## src/rtl/spi_seq_pkg.sv

```systemverilog
`timescale 1ns/1ps
package spi_seq_pkg;
    localparam int BYTE_W  = 8;
    localparam int BIT_CW  = $clog2(BYTE_W);
    localparam int DIV_W   = 2;
    localparam int ILEN_W  = 2;
    localparam int ALEN_W  = 3;
    localparam int DCLK_W  = 8;
    localparam int DBYTE_W = DCLK_W - BIT_CW;
    localparam int MAX_INS = 2;
    localparam int MAX_ADR = 4;

    localparam logic [7:0] OFF_ADDR = 8'h00;
    localparam logic [7:0] OFF_LEN  = 8'h04;
    localparam logic [7:0] OFF_CNT  = 8'h08;
    localparam logic [7:0] OFF_CMD  = 8'h0C;
    localparam logic [7:0] OFF_CTRL = 8'h10;
    localparam logic [7:0] OFF_ISR  = 8'h14;

    typedef enum logic {SEQ_IDLE, SEQ_RUN} seq_st_e;

    function automatic logic [ILEN_W-1:0] clamp_ins(input logic [ILEN_W-1:0] v);
        return (v > ILEN_W'(MAX_INS)) ? ILEN_W'(MAX_INS) : v;
    endfunction

    function automatic logic [ALEN_W-1:0] clamp_adr(input logic [ALEN_W-1:0] v);
        return (v > ALEN_W'(MAX_ADR)) ? ALEN_W'(MAX_ADR) : v;
    endfunction
endpackage

```

## src/rtl/spi_bit_shifter.sv

```systemverilog
`timescale 1ns/1ps
module spi_bit_shifter
    import spi_seq_pkg::*;
(
    input  logic              clk,
    input  logic              rst_n,
    input  logic              clr,
    input  logic [DIV_W-1:0]  half_n,
    input  logic              cpol,
    input  logic              start,
    input  logic [BYTE_W-1:0] tx_byte,
    input  logic              miso,
    output logic              sck,
    output logic              mosi,
    output logic              act,
    output logic              last,
    output logic [BYTE_W-1:0] rx_byte
);
    typedef struct packed {
        logic              act;
        logic              hi;
        logic [BIT_CW-1:0] bitc;
        logic [DIV_W-1:0]  hcnt;
        logic [BYTE_W-1:0] tx;
        logic [BYTE_W-1:0] rx;
    } sh_t;

    sh_t s_q, s_d;
    logic tick;

    always_comb begin
        s_d  = s_q;
        tick = s_q.act && (s_q.hcnt == half_n);
        last = tick && s_q.hi && (s_q.bitc == '0);
        if (s_q.act) begin
            if (tick) begin
                s_d.hcnt = '0;
                if (!s_q.hi) begin
                    s_d.hi = 1'b1;
                    s_d.rx = {s_q.rx[BYTE_W-2:0], miso};
                end else if (s_q.bitc != '0) begin
                    s_d.hi   = 1'b0;
                    s_d.bitc = s_q.bitc - 1'b1;
                    s_d.tx   = {s_q.tx[BYTE_W-2:0], 1'b0};
                end else begin
                    s_d.act = 1'b0;
                    s_d.hi  = 1'b0;
                end
            end else begin
                s_d.hcnt = s_q.hcnt + 1'b1;
            end
        end
        if (start && (!s_q.act || last)) begin
            s_d.act  = 1'b1;
            s_d.hi   = 1'b0;
            s_d.bitc = BIT_CW'(BYTE_W - 1);
            s_d.hcnt = '0;
            s_d.tx   = tx_byte;
        end
        if (clr) s_d = '0;
    end

    always_ff @(posedge clk or negedge rst_n) begin
        if (!rst_n) s_q <= '0;
        else        s_q <= s_d;
    end

    assign sck     = s_q.act ? s_q.hi : cpol;
    assign mosi    = s_q.act ? s_q.tx[BYTE_W-1] : 1'b0;
    assign act     = s_q.act;
    assign rx_byte = s_q.rx;
endmodule

```

## src/rtl/spi_hdr_seq.sv

```systemverilog
`timescale 1ns/1ps
module spi_hdr_seq
    import spi_seq_pkg::*;
#(
    parameter int NUM_CS = 4,
    localparam int CS_W  = $clog2(NUM_CS)
) (
    input  logic               clk,
    input  logic               rst_n,
    input  logic               clr,
    input  logic               go,
    input  logic [BYTE_W-1:0]  opcode,
    input  logic [CS_W-1:0]    cs_idx,
    input  logic               is_stat,
    input  logic [31:0]        addr,
    input  logic [ILEN_W-1:0]  ilen,
    input  logic [ALEN_W-1:0]  alen,
    input  logic [DCLK_W-1:0]  dclk,
    input  logic               keep_cs,
    input  logic               sh_act,
    input  logic               sh_last,
    input  logic [BYTE_W-1:0]  sh_rx,
    output logic               sh_start,
    output logic [BYTE_W-1:0]  sh_byte,
    output logic [NUM_CS-1:0]  cs_n,
    output logic               busy,
    output logic               hold,
    output logic               fin,
    output logic [BYTE_W-1:0]  stat_byte
);
    typedef struct packed {
        seq_st_e            st;
        logic [ILEN_W-1:0]  ins;
        logic [ALEN_W-1:0]  adr;
        logic [DBYTE_W-1:0] dmy;
        logic               sts;
        logic               cur_sts;
        logic               keep;
        logic [BYTE_W-1:0]  opc;
        logic [31:0]        addr;
        logic [NUM_CS-1:0]  cs_n;
        logic               hold;
        logic [BYTE_W-1:0]  stat;
    } seq_t;

    seq_t q, d;

    always_comb begin
        d        = q;
        fin      = 1'b0;
        sh_start = 1'b0;
        sh_byte  = '0;
        if (go) begin
            d.st      = SEQ_RUN;
            d.cs_n    = ~(NUM_CS'(1) << cs_idx);
            d.hold    = 1'b0;
            d.opc     = opcode;
            d.addr    = addr;
            d.keep    = keep_cs;
            d.cur_sts = 1'b0;
            if (is_stat) begin
                d.ins = ILEN_W'(1);
                d.adr = '0;
                d.dmy = '0;
                d.sts = 1'b1;
            end else begin
                d.ins = clamp_ins(ilen);
                d.adr = clamp_adr(alen);
                d.dmy = dclk[DCLK_W-1:BIT_CW];
                d.sts = 1'b0;
            end
        end else if (q.st == SEQ_RUN && (!sh_act || sh_last)) begin
            if (q.cur_sts && sh_last) d.stat = sh_rx;
            d.cur_sts = 1'b0;
            if (q.ins != '0) begin
                sh_start = 1'b1;
                sh_byte  = q.opc;
                d.ins    = q.ins - 1'b1;
            end else if (q.adr != '0) begin
                sh_start = 1'b1;
                sh_byte  = q.addr[{q.adr - 3'd1, 3'b000} +: BYTE_W];
                d.adr    = q.adr - 1'b1;
            end else if (q.dmy != '0) begin
                sh_start = 1'b1;
                d.dmy    = q.dmy - 1'b1;
            end else if (q.sts) begin
                sh_start  = 1'b1;
                d.sts     = 1'b0;
                d.cur_sts = 1'b1;
            end else begin
                d.st = SEQ_IDLE;
                fin  = 1'b1;
                if (q.keep) d.hold = 1'b1;
                else        d.cs_n = '1;
            end
        end
        if (clr) begin
            d      = '0;
            d.cs_n = '1;
            fin    = 1'b0;
        end
    end

    always_ff @(posedge clk or negedge rst_n) begin
        if (!rst_n) begin
            q      <= '0;
            q.cs_n <= '1;
        end else begin
            q <= d;
        end
    end

    assign cs_n      = q.cs_n;
    assign busy      = (q.st == SEQ_RUN);
    assign hold      = q.hold;
    assign stat_byte = q.stat;
endmodule

```

## src/rtl/spi_flash_seq.sv

```systemverilog
`timescale 1ns/1ps
module spi_flash_seq
    import spi_seq_pkg::*;
#(
    parameter int NUM_CS = 4,
    parameter int REG_AW = 8,
    localparam int CS_W  = $clog2(NUM_CS)
) (
    input  logic              clk,
    input  logic              rst_n,
    input  logic              wr_en,
    input  logic [REG_AW-1:0] wr_addr,
    input  logic [31:0]       wr_data,
    input  logic              miso,
    output logic              sck,
    output logic              mosi,
    output logic [NUM_CS-1:0] cs_n,
    output logic              busy,
    output logic              data_hold,
    output logic              irq,
    output logic              dummy_err,
    output logic [7:0]        stat_byte
);
    typedef struct packed {
        logic [31:0]       addr;
        logic [ILEN_W-1:0] ilen;
        logic [DCLK_W-1:0] dclk;
        logic [ALEN_W-1:0] alen;
        logic              cnt_nz;
        logic [DIV_W-1:0]  div;
        logic              mode3;
        logic              isr;
        logic              derr;
        logic              intr;
    } reg_t;

    reg_t r_q, r_d;
    logic go, abort, fin, busy_w;
    logic sh_act, sh_last, sh_start;
    logic [BYTE_W-1:0] sh_byte, sh_rx;
    logic cpol_w;
    logic [BIT_CW-1:0] dclk_frac_w;

    always_comb begin
        r_d   = r_q;
        go    = 1'b0;
        abort = 1'b0;
        if (wr_en) begin
            case (wr_addr)
                REG_AW'(OFF_ADDR): r_d.addr = wr_data;
                REG_AW'(OFF_LEN): begin
                    r_d.ilen = wr_data[25:24];
                    r_d.dclk = wr_data[23:16];
                    r_d.alen = wr_data[2:0];
                end
                REG_AW'(OFF_CNT):  r_d.cnt_nz = |wr_data;
                REG_AW'(OFF_CMD):  go = !busy_w;
                REG_AW'(OFF_CTRL): begin
                    if (wr_data[8]) begin
                        r_d   = '0;
                        abort = 1'b1;
                    end
                    r_d.div   = wr_data[DIV_W-1:0];
                    r_d.mode3 = wr_data[4];
                end
                REG_AW'(OFF_ISR):  r_d.isr = r_q.isr & ~wr_data[0];
                default: ;
            endcase
        end
        if (go) begin
            r_d.derr = |r_q.dclk[BIT_CW-1:0];
            r_d.intr = wr_data[0];
        end
        if (fin && r_q.intr && !abort) r_d.isr = 1'b1;
    end

    always_ff @(posedge clk or negedge rst_n) begin
        if (!rst_n) r_q <= '0;
        else        r_q <= r_d;
    end

    spi_hdr_seq #(.NUM_CS(NUM_CS)) u_seq (
        .clk       (clk),
        .rst_n     (rst_n),
        .clr       (abort),
        .go        (go),
        .opcode    (wr_data[31:24]),
        .cs_idx    (wr_data[8 +: CS_W]),
        .is_stat   (wr_data[2] & ~wr_data[1]),
        .addr      (r_q.addr),
        .ilen      (r_q.ilen),
        .alen      (r_q.alen),
        .dclk      (r_q.dclk),
        .keep_cs   (r_q.cnt_nz),
        .sh_act    (sh_act),
        .sh_last   (sh_last),
        .sh_rx     (sh_rx),
        .sh_start  (sh_start),
        .sh_byte   (sh_byte),
        .cs_n      (cs_n),
        .busy      (busy_w),
        .hold      (data_hold),
        .fin       (fin),
        .stat_byte (stat_byte)
    );

    spi_bit_shifter u_shift (
        .clk     (clk),
        .rst_n   (rst_n),
        .clr     (abort),
        .half_n  (r_q.div),
        .cpol    (r_q.mode3),
        .start   (sh_start),
        .tx_byte (sh_byte),
        .miso    (miso),
        .sck     (sck),
        .mosi    (mosi),
        .act     (sh_act),
        .last    (sh_last),
        .rx_byte (sh_rx)
    );

    assign busy        = busy_w;
    assign irq         = r_q.isr;
    assign dummy_err   = r_q.derr;
    assign cpol_w      = r_q.mode3;
    assign dclk_frac_w = r_q.dclk[BIT_CW-1:0];
endmodule

```

## config.mk

```make
export PLATFORM = sky130hd
export DESIGN_NAME = spi_flash_seq
export DESIGN_NICKNAME = d
export VERILOG_FILES = /design/src/rtl/spi_seq_pkg.sv /design/src/rtl/spi_bit_shifter.sv /design/src/rtl/spi_hdr_seq.sv /design/src/rtl/spi_flash_seq.sv
export SDC_FILE = /design/constraint.sdc
export NUM_CORES = 1
export LEC_CHECK = 0
export BUFFER_PORTS_ARGS = -buffer_cell sky130_fd_sc_hd__buf_2
export CORE_ASPECT_RATIO = 1.1
export CORE_MARGIN = 4
export CORE_UTILIZATION = 35
export CTS_CLUSTER_SIZE = 14
export DETAILED_ROUTE_END_ITERATION = 8
export GPL_TIMING_DRIVEN = 0
export SLEW_MARGIN = 15
export SYNTH_ARGS = -nofsm -noshare
export SYNTH_HDL_FRONTEND = slang
export SYNTH_HIERARCHICAL = 1
export SYNTH_SLANG_ARGS = --single-unit
```

## constraint.sdc

```tcl
create_clock -name clk -period 3.3 [get_ports clk]
set_input_delay 0.495 -clock clk [delete_from_list [all_inputs] [get_ports clk]]
set_output_delay 0.495 -clock clk [all_outputs]
set_load 0.1 [all_outputs]
```

# Yosys cells after proc, flatten, opt, wreduce, memory -nomap -nowiden
# Cells that the tools add are included.
[word_totals]
regBits = 142
latch_bits = 0
ramBits = 0
romBits = 0
input_bits = 44
output_inout_bits = 18
word_cells = 191
n_memories = 0
[classes]
n_addsub = 5
n_mul = 0
div = 0
order_cmp = 2
eq_ne = 15
n_shift = 2
muxes = 75
bitwise = 5
n_reduce_logical = 59
[ops]
columns = ["op", "n"]
rows = [
  ["2-to-1 mux 8 bit", 9],
  ["2-to-1 mux 67 bit", 1],
  ["case mux 32 bit (2 select lines)", 1],
  ["2-to-1 mux 52 bit", 1],
  ["2-to-1 mux 23 bit", 2],
  ["2-to-1 mux 41 bit", 1],
  ["2-to-1 mux 13 bit", 3],
  ["nonzero test 3 bit", 12],
  ["2-to-1 mux 5 bit", 7],
  ["OR reduction 32 bit", 1],
  ["variable part select 32 x 7 -> 8 bit", 1],
  ["2-to-1 mux 1 bit", 30],
  ["case mux 13 bit (2 select lines)", 1],
  ["nonzero test 2 bit", 13],
  ["AND reduction 3 bit", 8],
  ["!= test 3 bit (second input constant)", 6],
  ["equality test 8 x 4 -> 1 bit (second input constant)", 2],
  ["equality test 8 x 5 -> 1 bit (second input constant)", 2],
  ["2-to-1 mux 16 bit", 1],
  ["2-to-1 mux 15 bit", 1],
  ["2-to-1 mux 3 bit", 5],
  ["2-to-1 mux 2 bit", 6],
  ["AND reduction 4 bit", 3],
  ["AND reduction 6 bit", 2],
  ["other kinds (28)", 44],
]

# Longest topological paths before layout
# Gate-level depths: netlist of the first run.
[depth]
ltp_word = 13
mapped_depth = 14
mapped_depth_nobuf = 12

# Cells and area by module
# The synthesis of the first run kept the hierarchy.
[by_module_without_submodules]
columns = ["mod", "n_inst", "cells_per_inst", "area_per_inst_um2", "seq_area_each_um2"]
rows = [
  ["spi_hdr_seq", 1, 335, 3489.6, 1681.6],
  ["spi_flash_seq", 1, 210, 2284.7, 1301.2],
  ["spi_bit_shifter", 1, 120, 1266.2, 575.6],
]

# Worst setup path before layout of the first run
# No wires, ideal clock.
[synth_path]
kind = "register -> register"
startpoint = "register u_shift/s_q[16] in the netlist's numbering"
endpoint = "register u_shift/s_q[10] in the netlist's numbering"
setup_time_ns = 0.126
arrival_ns = 2.926
t_required_ns = 3.174
path_slack_ns = 0.248
stages_incl_launch_ff = 14
path_buffers = 3
period_less_slack_ns = 3.052
cell_sequence = "dfrtp_1 -> xnor2_1 -> nand3_1 -> buf_2 -> nor2_1 -> nand2b_1 -> buf_2 -> nand3_1 -> a21oi_1 -> clkinv_2 -> o21a_1 -> o21ba_1 -> buf_2 -> a221o_1"
[synth_between]
elab_chain_cells = 11
elab_cells_between_ends = 18
cone_classes = "eq/ne (1); mux (6); reduce/logical (11)"
[synth_rtl]
columns = ["item", "line", "source"]
rows = [
  ["start, declared", "spi_bit_shifter.sv:28", "sh_t s_q, s_d;"],
  ["start signal, assigned", "spi_bit_shifter.sv:64", "if (!rst_n) s_q <= '0;"],
  ["start signal, assigned", "spi_bit_shifter.sv:65", "else s_q <= s_d;"],
  ["equality test 2 bit *", "spi_bit_shifter.sv:33", "tick = s_q.act && (s_q.hcnt == half_n);"],
  ["logical AND 1 bit *", "spi_bit_shifter.sv:33", ""],
  ["logical AND 1 bit * (2 in a row)", "spi_bit_shifter.sv:34", "last = tick && s_q.hi && (s_q.bitc == '0);"],
  ["net sh_last", "spi_flash_seq.sv:39", "logic sh_act, sh_last, sh_start;"],
  ["logical OR 1 bit *", "spi_hdr_seq.sv:72", "end else if (q.st == SEQ_RUN && (!sh_act || sh_last)) begin"],
  ["logical AND 1 bit *", "spi_hdr_seq.sv:72", ""],
  ["2-to-1 mux 1 bit *", "spi_hdr_seq.sv:72", ""],
  ["2-to-1 mux 1 bit *", "spi_hdr_seq.sv:53", "if (go) begin"],
  ["net sh_start", "spi_flash_seq.sv:39", ""],
  ["logical AND 1 bit *", "spi_bit_shifter.sv:53", "if (start && (!s_q.act || last)) begin"],
  ["nonzero test 3 bit (no source line) or 2-to-1 mux 15 bit (tied branches)", "--", ""],
  ["AND reduction 4 bit (no source line) or 2-to-1 mux 23 bit (tied branches)", "--", ""],
]
# The timed path passes the listed nets; every way through them passes the cells marked *.
# A chain may end at the register's enable or synchronous reset.

# Worst setup path in the final report of the first run
[layout_path]
startpoint = "register r_q[4] in the netlist's numbering"
endpoint = "register u_shift/s_q[11] in the netlist's numbering"
[layout_between]
elab_chain_cells = 11
elab_cells_between_ends = 18
cone_classes = "eq/ne (1); mux (6); reduce/logical (11)"
[layout_rtl]
columns = ["item", "line", "source"]
rows = [
  ["start, declared", "spi_flash_seq.sv:37", "reg_t r_q, r_d;"],
  ["start signal, assigned", "spi_flash_seq.sv:79", "else r_q <= r_d;"],
  ["equality test 2 bit *", "spi_bit_shifter.sv:33", ""],
  ["logical AND 1 bit *", "spi_bit_shifter.sv:33", ""],
  ["logical AND 1 bit * (2 in a row)", "spi_bit_shifter.sv:34", ""],
  ["net sh_last", "spi_flash_seq.sv:39", ""],
  ["logical OR 1 bit *", "spi_hdr_seq.sv:72", ""],
  ["logical AND 1 bit *", "spi_hdr_seq.sv:72", ""],
  ["2-to-1 mux 1 bit *", "spi_hdr_seq.sv:72", ""],
  ["2-to-1 mux 1 bit *", "spi_hdr_seq.sv:53", ""],
  ["net sh_start", "spi_flash_seq.sv:39", ""],
  ["logical AND 1 bit *", "spi_bit_shifter.sv:53", ""],
  ["nonzero test 3 bit (no source line) or 2-to-1 mux 15 bit (tied branches)", "--", ""],
  ["AND reduction 4 bit (no source line) or 2-to-1 mux 23 bit (tied branches)", "--", ""],
]
# Marks and branches as above.

==> flow_summary_export.csv, run 1 <==
group,metric,value,unit
grt,grt.met1_usage,23.6,%
worst_hold_path,worstHoldPathCells,3,
grt,use_met3,2.75,%
power_and_ir_drop,internal-power,0.00371,W
critical_path,crit_required,3.59,ns
synth,synth-seq-area-share,50.5,%
clock_tree,cts_tree,"done",
critical_path,ff2ff_setup_slack,0.21,ns
critical_path,start_kind,"register",
grt,met2_usage,25.3,%
power_and_ir_drop,combPwrFrac,24.1,%
cells_and_area,areaGrowthSynthToFinish,19.2,%
critical_path,endpoint_kind,"register",
power_and_ir_drop,p_sw,0.00165,W
timing,max_freq,0.324,GHz
synth,synth_area_leader_cell,"dfrtp_1",
grt,grt_pass1_wl,28500,um
floorplanning,die_area,0.0225,mm2
power_and_ir_drop,pwr-share-seq,38.4,%
timing,slew_viol_final,0,
placement,postPlaceCellArea,0.00770,mm2
grt,grt_use_total,16.3,%
synth,ys.flop_type,"dfrtp_1",
synth,synth_area_leaders,"dfrtp_1 49%, mux2i_1 7.0%, nand2_1 4.2%",
critical_path,startpoint,"r_q[4]",
synth,synth_edf_count,0,
critical_path,ff2ff_path_depth,13,
timing,period_share,93.5,%
routing,dr.pass1.iters,6,
cells_and_area,diodes,0,
clock_tree,clk_pin_slew,0.06,ns
cells_and_area,regArea,0.00356,mm2
power_and_ir_drop,p_sw_share,30.8,%
cells_and_area,multi_input_area,0.00312,mm2
critical_path,arrival,3.38,ns
power_and_ir_drop,peakVddDrop,0.370,mV
timing,finalHoldViolCount,0,
synth,postSynthCellCount,665,
worst_hold_path,hp-class,"in -> reg",
synth,yosys.area.top_type_share,49.0,%
placement,io_buffers,61,
grt,grt_pass1_vias,5150,
critical_path,path_class,"reg -> reg",
floorplanning,fp-row-count,54,
routing,viasPerCell,5.10,
cells_and_area,design_area,0.00839,mm2
synth,syn_nets,716,
floorplanning,core,0.0198,mm2
critical_path,cpPeakStageDelay,0.44,ns
clock_tree,cts_root_buf,"clkbuf_16",
critical_path,reg2reg_from,"r_q[4]",
synth,synth-seq-cells,142,
run,max_cap_violations,0,
floorplanning,die_x,143,um
critical_path,cp_slowest_cell,"dfrtp_1",
synth,synth_warnings,6,
clock_tree,cts_buffer_depth,2,
timing,max_slew_margin,32.6,%
clock_tree,numCtsBuffers,17,
critical_path,critPathMaxFanout,10,
timing,worst_pin_slew,1.00,ns
run_status,status,"complete, no violations",
cells_and_area,nFillCells,1913,
timing,setup-violations-final,0,
placement,place.gp.congestion,0.861,
placement,dp_hpwl,12700,um
clock_tree,insertion_delay,0.41,ns
timing,rsz0062_at_grt,"false",
clock_tree,htree_levels,4,
cells_and_area,drive_above_1_share,26.0,%
floorplanning,num_io_pins,62,
routing,drtIter0Drc,338,
synth,syn_area_per_cell,10.6,um2
routing,drc_errors,0,
routing,wl_per_cell,17.2,um
timing,fin_skew,0.00806,ns
floorplanning,die_y,157,um
clock_tree,clock-sinks,142,
power_and_ir_drop,pwr-share-clk,37.5,%
timing,period_minus_slack,3.09,ns
critical_path,crit_top_cell,"buf_2",
worst_hold_path,min-delay-start,"wr_data[10]",
critical_path,cp_cell_sequence,"xnor2_2 -> nand3_2 -> buf_2 -> nor2_2 -> nand2b_1 -> clkbuf_4 -> nand3_4 -> a21oi_4 -> clkinv_2 -> o21a_1 -> o21ba_1 -> buf_2 -> a221o_1",
synth,syn_area,0.00704,mm2
cells_and_area,final_nets,799,
routing,drt_wl_total,17500,um
synth,async_reset_ff_share,100,%
synth,ys_types,72,
grt,antenna_found_initial,0,
routing,antenna_left,0,
routing,vias,5163,
grt,grt_max_degree,103,
power_and_ir_drop,fin_total_pwr,0.00535,W
grt,grt-ovfl-total,0,
grt,top_usage_layer,"met2",
floorplanning,initial_core_util,35.6,%
power_and_ir_drop,leakagePower,3.86,nW
power_and_ir_drop,powerDensity,638,mW/mm2
layout make-up:
type	count	area share [%]
Sequential cell	142	42.4
Multi-Input combinational cell	445	37.2
Clock buffer	21	5.61
Timing Repair Buffer	64	4.29
Buffer	55	3.83
Tap cell	252	3.76
Clock inverter	11	1.83
Inverter	23	1.04
routing by layer:
metal / vias up / wire, um
met1: 2547 / 8530
met5: - / 0
li1: 2499 / -
met4: 0 / 224
met2: 104 / 8110
met3: 13 / 580
power groups by stage:
stage | logic [W] | registers [W] | clock network [W]
after floorplan | 0.000927 | 0.00208 | 0
after global placement | 0.00122 | 0.00208 | 0
after detailed placement | 0.00124 | 0.00208 | 0
after CTS | 0.00127 | 0.00205 | 0.00204
after global routing | 0.00143 | 0.00208 | 0.00213
final | 0.00129 | 0.00206 | 0.00201
placed cells by master (no fill, tap or decap), drive strengths merged, types with 14 or more instances in the layout:
cell / Yosys / final
nand2: 79 / 79
o21ai: 38 / 38
clkbuf: 19 / 41
nor2: 62 / 62
mux2: 22 / 22
nor4: 14 / 14
nor2b: 14 / 14
inv: 22 / 25
buf: 36 / 98
dfrtp: 138 / 138
mux2i: 49 / 49
a21oi: 36 / 36
and2: 20 / 20
through the flow:
stage               hold slack (ns)  util (%)  setup slack (ns)  instances  setup TNS [ns]
global placement              0.461      38.7            -0.417        978          -58.31
global route                  0.322      42.4            0.0366       1013               0
floorplan                     0.199         -             0.248        665               0
CTS                           0.314      42.2            0.0407       1012               0
detailed placement            0.406      38.9            -0.412        979           -3.96
finish                        0.329      42.4             0.215       1013               0
state kept, by name, summed over array words and instances, names as in the netlist:
| name | count |
|---|---|
| r_q | 46 |
| u_shift/act | 1 |
| u_seq/hold | 1 |
| u_shift/s_q | 14 |
| irq | 1 |
| dummy_err | 1 |
| cpol_w | 1 |
| u_shift/rx_byte | 8 |
| dclk_frac_w | 3 |
| u_seq/stat_byte | 8 |
| u_seq/q | 53 |
| u_seq/busy | 1 |
| u_seq/cs_n | 4 |
synth_stat cells (3+ instances only):
master	number
dfrtp_1	138
nand2_1	79
nor2_1	61
mux2i_1	49
a21oi_1	36
o21ai_0	27
mux2_2	22
buf_4	21
inv_1	20
clkbuf_1	18
and2_1	14
nor2b_1	14
buf_2	12
nor4_1	12
o21ai_1	10
mux4_2	8
a221o_1	7
ha_1	7
nand3_1	7
a22o_1	6
and2_4	6
nand4_1	6
nor3_1	5
a2bb2oi_1	4
a32o_1	4
dfstp_2	4
xnor2_1	4
nand2b_1	3
o2bb2ai_1	3
or3_1	3
final timing paths:
kind | endpoint
max | u_shift/s_q[11]
min reg2reg | r_q[32]
min in group asynchronous | r_q[24]
max in group asynchronous | u_shift/s_q[16]
max reg2reg | u_shift/s_q[11]
min | r_q[30]
worst max-delay path, delay by kind of cell (launching register included):
kind | cells | cell delay, ns
simple gates | 4 | 0.58
compound gates | 4 | 0.92
buf+inv | 4 | 0.77
flops | 1 | 0.44
xor+xnor | 1 | 0.25
timing repair:
item,4_1_cts,5_1_grt
gates resized for setup,4,6
buffers inserted,0,1
hold buffers,1,0
hold endpoints to repair,40,0
pin swaps,0,1
setup endpoints to repair,11,11
cell families (layout without fill, tap and decap cells):
logic type      Yosys count  count (layout)  share of synthesized area [%]
fa+ha+maj                 7               7                           1.24
buf+inv                  78             174                           5.78
simple gates            232             232                           17.0
flops                   142             142                           50.5
xor+xnor                  6               6                          0.960
compound gates          121             121                           11.4
mux                      79              79                           13.0
No activity file was read; power rests on OpenSTA's default activity.
==> run 2, diff against run 1 <==
- CELL_PAD_IN_SITES_DETAIL_PLACEMENT: not set -> 1
- CELL_PAD_IN_SITES_GLOBAL_PLACEMENT: not set -> 1
- CORE_ASPECT_RATIO: 1.1 -> 0.9
- PLACE_DENSITY_LB_ADDON: not set -> 0.1
==> flow_summary_export.csv, run 2 (synthesis results as in run 1) <==
group,metric,value,unit
routing,dr_wl_met3,785,um
routing,drc_errors,0,
grt,grt_use_total,18.9,%
floorplanning,fp-row-count,48,
clock_tree,cts_buffer_depth,2,
cells_and_area,final_util,43.1,%
clock_tree,cts_root_buf,"clkbuf_16",
routing,dr.pass1.iters,4,
clock_tree,numCtsBuffers,17,
power_and_ir_drop,peakVddDrop,0.260,mV
cells_and_area,largest_register,"u_seq/q",
cells_and_area,areaGrowthSynthToFinish,19.0,%
timing,setup-violations-final,0,
critical_path,path_class,"reg -> reg",
clock_tree,cts_tree,"done",
critical_path,endpoint_kind,"register",
floorplanning,die_area,0.0225,mm2
cells_and_area,layout_commonest_cell,"dfrtp_1",
routing,vias,5386,
critical_path,cp_cell_sequence,"xnor2_2 -> nand3_2 -> buf_2 -> nor2_2 -> nand2b_1 -> clkbuf_4 -> nand3_4 -> a21oi_4 -> clkinv_2 -> o21a_1 -> o21ba_1 -> buf_2 -> a221o_1",
power_and_ir_drop,powerDensity,638,mW/mm2
timing,max_slew_margin,31.5,%
power_and_ir_drop,leakagePower,3.86,nW
critical_path,critPathMaxFanout,10,
routing,wl_met1,9660,um
cells_and_area,largest_reg_flops,53,
timing,fin_skew,0.0119,ns
power_and_ir_drop,fin_total_pwr,0.00534,W
placement,postPlaceCellArea,0.00770,mm2
timing,period_share,93.6,%
run_status,status,"complete, no violations",
floorplanning,core,0.0195,mm2
grt,grt_max_degree,106,
critical_path,crit_family,"compound AO/OA/AOI/OAI gates",
timing,slew_viol_final,0,
placement,io_buffers,61,
run,max_cap_violations,0,
cells_and_area,top_regs,"u_seq/q x53, r_q x46, u_shift/s_q x14",
cells_and_area,final_cell_mix,"136 x dfrtp_1, 79 x nand2_1, 71 x buf_2",
grt,grt-ovfl-total,0,
grt,grt_pass1_wl,32500,um
routing,drtIter0Drc,272,
critical_path,cp_slowest_cell,"dfrtp_1",
placement,pre_cts_slack,-0.639,ns
clock_tree,htree_levels,4,
placement,place.gp.congestion,0.833,
timing,worst_pin_slew,1.02,ns
routing,wl_met2,9360,um
clock_tree,clock-sinks,142,
floorplanning,die_y,143,um
timing,max_freq,0.324,GHz
routing,antenna_left,0,
routing,top_layer,"met4",
worst_hold_path,hp-class,"in -> reg",
clock_tree,clk_pin_slew,0.06,ns
timing,hold_slack,0.300,ns
routing,drt_wl_total,20000,um
routing,viasPerCell,5.32,
cells_and_area,final_nets,800,
critical_path,start_kind,"register",
floorplanning,num_io_pins,62,
floorplanning,die_x,158,um
grt,grt_pass1_vias,5658,
placement,dp_hpwl,14900,um
critical_path,crit_top_cell,"buf_2",
cells_and_area,diodes,0,
grt,antenna_found_initial,0,
floorplanning,initial_core_util,36.2,%
cells_and_area,drive_above_1_share,26.5,%
cells_and_area,design_area,0.00838,mm2
critical_path,crit_required,3.61,ns
critical_path,cpPeakStageDelay,0.44,ns
routing,wl_per_cell,19.8,um
cells_and_area,nFillCells,2188,
critical_path,arrival,3.40,ns
clock_tree,insertion_delay,0.44,ns
timing,finalHoldViolCount,0,
timing,period_minus_slack,3.09,ns
critical_path,path_buf_inv,4,
timing,layout_setup_ws,0.212,ns
[run 2: final timing paths]
| path | start | to | slack (ns) | depth (start not counted) |
|---|---|---|---|---|
| max in group asynchronous | rst_n | u_seq/cs_n[2] | 1.93 | 3 |
| setup / recovery | r_q[4] | u_shift/s_q[12] | 0.21 | 13 |
| hold reg to reg | r_q[29] | r_q[29] | 0.49 | 2 |
| min in group asynchronous | rst_n | u_seq/q[50] | 0.53 | 2 |
| hold / removal | miso | u_shift/rx_byte[0] | 0.30 | 3 |
| setup reg to reg | r_q[4] | u_shift/s_q[12] | 0.21 | 13 |
[run 2: where the power goes]
part           leakage, nW  switching, W  internal, W
combinational         1.66      0.000809     0.000548
sequential            1.91      0.000149      0.00191
clock                0.288      0.000906      0.00102
[run 2: area by class of cell]
class                      count  area (um2)  area share (%)
inverter                      23        87.6            1.05
buffer                        55         322            3.84
clock buffer                  17         425            5.08
clock inverter                15         163            1.94
timing repair buffer          65         368            4.39
tap                          250         313            3.73
sequential                   142        3560            42.5
multi-input combinational    445        3140            37.5
[run 2: stage by stage]
stage                     TNS (ns)  instances
after floorplan                  0        665
after global placement      -65.05        976
after CTS                        0       1011
after global routing      -0.00909       1012
final                            0       1012
after detailed placement    -15.26        977
[run 2: worst min-delay path, delay by kind of cell]
kind                   cells  cell delay (ns)
buffers and inverters      1             0.10
and+or+nand+nor            1             0.05
AOI/OAI and AO/OA          1             0.05
[run 2: repair_timing]
item	in CTS	in global routing
hold endpoints to repair	37	0
hold buffers	1	0
cloned	0	0
pin swaps	0	2
setup buffers	1	1
resized for setup	7	5
setup endpoints to repair	12	9
[run 2: routing by layer]
metal / vias up / global-route usage (%)
met5: - / 0
met2: 103 / 29.4
met4: 0 / 4.62
li1: 2492 / -
met3: 16 / 3.98
met1: 2775 / 27.2
==> run 3, diff against run 2 <==
- CORE_UTILIZATION: 35 -> 40
==> flow_summary_export.csv, run 3 (synthesis results as in run 1) <==
group,metric,value,unit
run_status,status,"complete, but fails checks",
run_status,violations,"negative hold slack",
cells_and_area,final_cell_mix,"136 x dfrtp_1, 79 x nand2_1, 70 x buf_2",
routing,drc_errors,0,
timing,setup-violations-final,0,
routing,drt_wl_total,19700,um
grt,antenna_found_initial,0,
critical_path,cp-endpoint,"u_shift/s_q[11]",
critical_path,ff2ff_setup_slack,0.20,ns
routing,vias,5291,
power_and_ir_drop,powerDensity,646,mW/mm2
timing,fin_skew,0.0119,ns
critical_path,path_buf_inv,4,
floorplanning,die_x,148,um
cells_and_area,drive_above_1_share,26.4,%
timing,max_freq,0.322,GHz
clock_tree,cts_buffer_depth,2,
grt,grt_pass1_wl,32600,um
critical_path,cp_slowest_cell,"dfrtp_1",
routing,wl_per_cell,19.8,um
critical_path,worstReg2RegEnd,"u_shift/s_q[11]",
grt,grt-ovfl-total,0,
critical_path,cp_cell_sequence,"xnor2_2 -> nand3_2 -> clkbuf_4 -> nor2_2 -> nand2b_1 -> clkbuf_4 -> nand3_4 -> a21oi_4 -> clkinv_2 -> o21a_1 -> o21ba_1 -> buf_2 -> a221o_1",
power_and_ir_drop,peakVddDrop,0.375,mV
floorplanning,die_y,134,um
floorplanning,die_area,0.0198,mm2
placement,dp_hpwl,14600,um
cells_and_area,diodes,0,
critical_path,endpoint_kind,"register",
timing,period_share,94.0,%
timing,max_slew_margin,40.0,%
floorplanning,num_io_pins,62,
critical_path,start_kind,"register",
floorplanning,fp-row-count,45,
routing,viasPerCell,5.32,
critical_path,critPathMaxFanout,10,
clock_tree,cts_tree,"done",
routing,drtIter0Drc,188,
power_and_ir_drop,fin_total_pwr,0.00540,W
critical_path,arrival,3.41,ns
placement,place.gp.congestion,0.809,
timing,fin_tns_setup,0,ns
critical_path,crit_required,3.61,ns
critical_path,crit_family,"compound AO/OA/AOI/OAI gates",
timing,finalHoldViolCount,1,
grt,grt_max_degree,79,
clock_tree,htree_levels,4,
timing,period_minus_slack,3.10,ns
power_and_ir_drop,leakagePower,3.86,nW
clock_tree,insertion_delay,0.43,ns
run,max_cap_violations,0,
clock_tree,clk_pin_slew,0.07,ns
clock_tree,cts_root_buf,"clkbuf_16",
floorplanning,initial_core_util,41.3,%
cells_and_area,final_nets,798,
cells_and_area,areaGrowthSynthToFinish,18.7,%
timing,worst_pin_slew,0.893,ns
timing,hold_slack,-0.00418,ns
clock_tree,numCtsBuffers,17,
timing,slew_viol_final,0,
cells_and_area,largest_register,"u_seq/q",
cells_and_area,fin_cells,995,
routing,dr.pass1.iters,4,
critical_path,startpoint,"u_shift/s_q[17]",
floorplanning,core,0.0171,mm2
critical_path,reg2reg_from,"u_shift/s_q[17]",
cells_and_area,largest_reg_flops,53,
critical_path,path_depth,13,
critical_path,ff2ff_path_depth,13,
placement,pre_cts_slack,-0.584,ns
grt,grt_pass1_vias,5959,
routing,antenna_left,0,
critical_path,path_class,"reg -> reg",
cells_and_area,layout_commonest_cell,"dfrtp_1",
clock_tree,clock-sinks,142,
cells_and_area,top_regs,"u_seq/q x53, r_q x46, u_shift/s_q x14",
placement,io_buffers,61,
critical_path,cpPeakStageDelay,0.47,ns
critical_path,crit_top_cell,"clkbuf_4",
worst_hold_path,hp-class,"in -> async",
grt,grt_use_total,21.2,%
timing,layout_setup_ws,0.198,ns
clock_tree,hold_buffers,0,
placement,place_inst,962,
-- run 3: cell count changes in the layout (fill, tap and decap cells not counted), moves of 2 or more --
cell and change:
clkinv_8 -2, inv_8 -7, bufinv_16 +3, clkinvlp_4 +2, clkinv_4 +2, clkinv_2 +2
-- run 3: per-stage QoR --
stage | cell area, um2 | hold WS, ns | util, %
2_1_floorplan | 7040 | 0.199 | -
3_3_place_gp | 7640 | 0.465 | 44.8
3_5_place_dp | 7680 | 0.475 | 45.0
4_1_cts | 8320 | 0.00907 | 48.8
5_1_grt | 8350 | 0.0272 | 49.0
6_report | 8350 | -0.00418 | 49.0
-- run 3: repair_timing --
item,in CTS,in global routing
setup endpoints to repair,12,11
cloned,0,0
gates resized for setup,6,6
endpoints found under the hold margin,0,0
setup buffers,0,1
pin swaps,0,1
-- run 3: per-layer routing --
layer / wire, um / vias up / global-route usage, %
li1: - / 2479 / -
met3: 782 / 21 / 4.63
met5: 0 / - / 0
met4: 300 / 0 / 6.31
met2: 9330 / 101 / 34.0
met1: 9330 / 2690 / 29.1
-- run 3: final cells by class --
cell class,instances,area (um2)
buffer,55,324
tap,235,294
fill,1893,8710
multi-input combinational,445,3130
clock inverter,15,184
inverter,23,87.6
sequential,142,3560
timing repair buffer,63,350
clock buffer,17,425
-- run 3: worst reg2reg max path, delay by kind of cell (launching register included) --
| kind | cells | cell delay, ns |
|---|---|---|
| buffers and inverters | 4 | 0.75 |
| DFF | 1 | 0.47 |
| and+or+nand+nor | 4 | 0.64 |
| xor gates and xnor gates | 1 | 0.23 |
| AOI/OAI and AO/OA | 4 | 0.88 |
-- run 3: report_power, final --
group          switching, W  internal (W)  total, W  leakage [nW]
clock              0.000802       0.00120   0.00200         0.291
sequential         0.000150       0.00191   0.00206          1.91
combinational      0.000801      0.000534   0.00134          1.66
total               0.00175       0.00365   0.00540          3.86
-- run 3: worst min-delay path by stage --
| stage | slack, ns | depth (start not counted) | endpoint |
|---|---|---|---|
| floorplan | 0.20 | 0 | cpol_w |
| global placement | 0.46 | 2 | r_q[50] |
| detailed placement | 0.48 | 1 | u_seq/q[49] |
| CTS | 0.009 | 1 | u_seq/q[50] |
| global route | 0.03 | 1 | u_seq/q[50] |
| finish | -0.004 | 1 | u_seq/q[50] |
